$ cat src/rtl/crc_sig_readout.sv
module crc_sig_readout #(
  parameter int W = 32
) (
  input  logic         clk,
  input  logic         rst,
  input  logic         shift_en,
  input  logic         src_sel,
  input  logic [W-1:0] golden_crc,
  input  logic [W-1:0] sig_crc,
  output logic         ser_out,
  output logic         mismatch
);

  logic [W-1:0] sr;
  logic         armed;
  logic [W-1:0] load_val;
  logic         do_load;

  assign load_val = src_sel ? sig_crc : golden_crc;
  assign do_load  = !shift_en && armed;
  assign ser_out  = sr[0];

  always_ff @(posedge clk) begin
    if (rst) begin
      sr       <= '0;
      armed    <= 1'b0;
      mismatch <= 1'b0;
    end else begin
      armed    <= !shift_en;
      mismatch <= (golden_crc != sig_crc);
      if (shift_en)
        sr <= {1'b0, sr[W-1:1]};
      else if (do_load)
        sr <= load_val;
    end
  end

  AST_SHIFT_ZERO_FILL: assert property (@(posedge clk) disable iff (rst)
    shift_en |=> sr == ($past(sr) >> 1));

  AST_ARM_HOLDS: assert property (@(posedge clk) disable iff (rst)
    (!shift_en && !armed) |=> $stable(sr));

  AST_LOAD_SOURCE: assert property (@(posedge clk) disable iff (rst)
    (!shift_en && armed) |=> sr == ($past(src_sel) ? $past(sig_crc) : $past(golden_crc)));

  AST_MISMATCH_REG: assert property (@(posedge clk) disable iff (rst)
    1'b1 |=> mismatch == ($past(golden_crc) != $past(sig_crc)));

endmodule

$ cat config.mk
export PLATFORM = sky130hd
export DESIGN_NAME = crc_sig_readout
export DESIGN_NICKNAME = d
export VERILOG_FILES = /design/src/rtl/crc_sig_readout.sv
export SDC_FILE = /design/constraint.sdc
export NUM_CORES = 1
export LEC_CHECK = 0
export BUFFER_PORTS_ARGS = -buffer_cell sky130_fd_sc_hd__buf_2
export CORE_MARGIN = 3
export CORE_UTILIZATION = 55
export DETAILED_ROUTE_END_ITERATION = 8
export PLACE_DENSITY = 0.89
export SLEW_MARGIN = 20
export SYNTH_ARGS = -nofsm -noshare
export SYNTH_HDL_FRONTEND = slang
export SYNTH_SLANG_ARGS = --single-unit
export TNS_END_PERCENT = 30
$ cat constraint.sdc
create_clock -name clk -period 1.7 [get_ports clk]
set_input_delay 0.17 -clock clk [delete_from_list [all_inputs] [get_ports clk]]
set_output_delay 0.17 -clock clk [all_outputs]
set_load 0.01 [all_outputs]
Word level (Yosys, flattened, before mapping)

Cells that the tools add are included.

Output and inout bits: 2
Input port bits: 68
Word-level logic and storage cells: 12
Flip-flop bits (word level): 34

Reduce and logical (&&, ||, !) cells: 4
Eq/ne operators: 1
Multiplexer cells: 3

Operator list:

| operator          | count |
|---|---|
| $mux 31           | 2 |
| $mux 32           | 1 |
| $ne 32x32->1      | 1 |
| $reduce_bool 2->1 | 1 |
| $reduce_or 2->1   | 1 |
| $logic_and 1x1->1 | 1 |
| $logic_not 1->1   | 1 |

Depth between registers and ports, before layout

Depth after elaboration: 4
Mapped depth: 6
Gate-level depth less buffers: 4

Least setup slack after synthesis

Ideal clock, no wire load.

Path type: reg-to-reg
Start: register armed
End: register sr[14]
Required time: 1572 ps
Library setup time: 128 ps
Buffers on the path: 2
Stages on the path, launching flop included: 6
Arrival: 981 ps
Clock period less this slack: 1109 ps
Path slack: 591 ps
Path through: dfxtp_1 > buf_2 > buf_1 > a211oi_1 > a21oi_1 > nor2_1

Longest elaborated chain between the ends: 2

RTL lines:

| what                        | line | RTL |
|---|---|---|
| start, declared             | 15   | `logic armed;` |
| start signal, assigned      | 29   | `armed <= !shift_en;` |
| $logic_and 1x1->1           | 20   | `assign do_load = !shift_en && armed;` |
| $reduce_bool 2->1 (no line) | -    |  |
| end signal, assigned        | 32   | `sr <= {1'b0, sr[W-1:1]};` |
| end signal, assigned        | 34   | `sr <= load_val;` |
| end, declared               | 14   | `logic [W-1:0] sr;` |

No other way between the ends.
A chain may end at the register's enable or synchronous reset.

Worst setup path in the final report

Start: register armed
End: register sr[8]

The elaborated chain is that of the path after synthesis.

==> impl_metrics.env <==
export IMPL_hp_class="input port to flip-flop"
export IMPL_antenna_found_initial=0
export IMPL_rows=22
export IMPL_die_x_um=68.41
export IMPL_cts_made_buffers=5
export IMPL_ys_types=14
export IMPL_n_fill_cell=315
export IMPL_syn_area_um2=2142
export IMPL_path_delay_family="flip-flops"
export IMPL_dieArea_um2=4679
export IMPL_crit_path_start_kind="flip-flop"
export IMPL_route_detailed_drc=0
export IMPL_ys_ff_latch=34
export IMPL_cp_end_kind="flip-flop"
export IMPL_yosysMostFrequentCell="nor2_1"
export IMPL_fin_crit_ns=1.224
export IMPL_area_growth_pct=18.81
export IMPL_postSynthCellCount=258
export IMPL_seq_area_frac_synth=0.3178
export IMPL_path_cells="buf_4, nor2_1, a211oi_1, a21oi_1, nor2_1"
export IMPL_setup_tns_ns=0
export IMPL_avgSynthCellArea_um2=8.303
export IMPL_cts_resized=0
export IMPL_cp_data_arrival_time_ns=1.45
export IMPL_io_buffers=69
export IMPL_drt_vias_per_instance=5.658
export IMPL_finalHoldViolations=0
export IMPL_ir_worst_vdd_mv=0.4849
export IMPL_crit_slowest_cell="dfxtp_2"
export IMPL_drt_iter0_drc=145
export IMPL_yosysTopAreaCell="dfxtp_1"
export IMPL_firstDrtPassIters=4
export IMPL_wl_per_cell_um=14.39
export IMPL_clock_skew_ns=0.004796
export IMPL_cp_common_cell="nor2_1"
export IMPL_pin_count=70
export IMPL_synth_warnings=0
export IMPL_initial_core_util=0.5764
export IMPL_grt_use_total=0.2451
export IMPL_powerDensity_nw_per_um2=759.5
export IMPL_clk_latency_ns=0.29
export IMPL_dp_cells=357
export IMPL_wl_um=5254
export IMPL_path_clk_slew_ns=0.07
export IMPL_whs_ns=0.2952
export IMPL_final_cells=365
export IMPL_yosys_most_used_dff="dfxtp_1"
export IMPL_antenna_left=0
export IMPL_grt_pass1_vias=1928
export IMPL_async_reset_ff_frac=0
export IMPL_yosys_top_cells_count="nor2_1, dfxtp_1, a21oi_1, mux2i_1, xnor2_1"
export IMPL_required_ns=1.92
export IMPL_synth_area_leaders="dfxtp_1, mux2i_1, xnor2_1, nor2_1, a211oi_1"
export IMPL_worstSetupPathType="flip-flop to flip-flop"
export IMPL_slew_headroom=0.5786
export IMPL_finalCritPeriodShare=0.7201
export IMPL_grt_pass1_wl_um=8349
export IMPL_vias=2065
export IMPL_grt_max_degree=65
export IMPL_p_leak_nw=1.061
export IMPL_die_h_um=68.41
export IMPL_grt_overflow=0
export IMPL_synth_top_cell_area_share=0.3178
export IMPL_status="complete, no violations"
export IMPL_cts_max_level=2
export IMPL_n_antenna_cell=0
export IMPL_gp_congestion=0.7964
export IMPL_cts_root_buf="clkbuf_8"
export IMPL_slowest_delay_ns=0.32
export IMPL_rsz0062_at_grt="no"
export IMPL_slew_viol_final=0
export IMPL_drv_cap=0
export IMPL_setup_violations=0
export IMPL_critical_path_buf_inv_count=1
export IMPL_cts_sinks=34
export IMPL_clockBufferDepth=2
export IMPL_worst_slew_pin_slew_ns=0.6321
export IMPL_fin_nets=384
export IMPL_holdBufCountCts=0
export IMPL_dp_hpwl_um=3838
export IMPL_crit_path_max_fanout=37
export IMPL_fmax_mhz=816.9
export IMPL_core_area_um2=3716
export IMPL_cts_setup_buffers=0
export IMPL_drive_above_1_share=0.2587
export IMPL_syn_nets=326
export IMPL_tritoncts="done"
export IMPL_synth_edff_count=0
[final timing paths]
| check | slack (ns) | end | start | depth (start not counted) |
|---|---|---|---|---|
| worst max-delay path | 0.48 | sr[8] | armed | 5 |
| worst min-delay path | 0.30 | mismatch | sig_crc[13] | 5 |
| worst max register to register | 0.48 | sr[8] | armed | 5 |
| worst min register to register | 0.49 | sr[16] | sr[17] | 2 |
[final cells by class]
| class | instances | area, um2 | area share |
|---|---|---|---|
| multi-input combinational | 202 | 1311 | 0.5152 |
| sequential | 34 | 681.9 | 0.2679 |
| timing repair buffer | 73 | 400.4 | 0.1573 |
| clock buffer | 7 | 86.33 | 0.03392 |
| tap | 48 | 60.06 | 0.02360 |
| clock inverter | 1 | 5.005 | 0.001967 |
[stage by stage]
stage	instance area, um2	setup slack (ns)	utilization	power, mW
6_report	2545	0.4759	0.6848	1.933
5_1_grt	2545	0.3590	0.6848	2.027
4_1_cts	2545	0.4864	0.6848	1.941
3_5_place_dp	2454	0.4593	0.6603	1.329
3_3_place_gp	2454	0.4765	0.6603	1.317
2_1_floorplan	2142	0.5915	-	1.171
[report_power, final]
group | internal [mW] | switching [mW] | total [mW] | leakage (nW)
combinational | 0.211 | 0.246 | 0.458 | 0.735
clock | 0.326 | 0.288 | 0.615 | 0.0482
sequential | 0.839 | 0.0218 | 0.861 | 0.279
[logic make-up (layout without fill, tap and decap cells)]
group	after synthesis	count (layout)	share of synthesized area
muxes	32	32	0.1495
buffers and inverters	22	81	0.07009
xor gates and xnor gates	32	32	0.1308
and+or+nand+nor	74	74	0.1414
DFF	34	34	0.3178
AOI/OAI and AO/OA	64	64	0.1904
[metal layers]
metal,GRT usage,vias to the layer above,routed length [um]
met4,0.1290,0,210
met3,0.06897,23,330
met5,0,-,0
met2,0.4136,70,2691
met1,0.2773,950,2023
li1,-,1022,-
[state kept, by name, summed over array words and instances (netlist names)]
name,flops
armed,1
sr,32
mismatch,1
[worst min-delay path, delay by kind of cell]
family	cells	cell delay [ns]
AO/OA/AOI/OAI	1	0.10
buffers and inverters	1	0.10
XOR/XNOR	1	0.07
AND/OR/NAND/NOR	2	0.11
[placed cells by master, fill, tap and decap left out, drive strengths merged, types with 2 or more instances in the layout]
master and instances:
buf 73, a211oi 31, nor2 64, nor4 2, xnor2 32, a21oi 32, mux2i 32, dfxtp 34
clkbuf 7, nand4 8
Power figures use the tool's default switching activity.
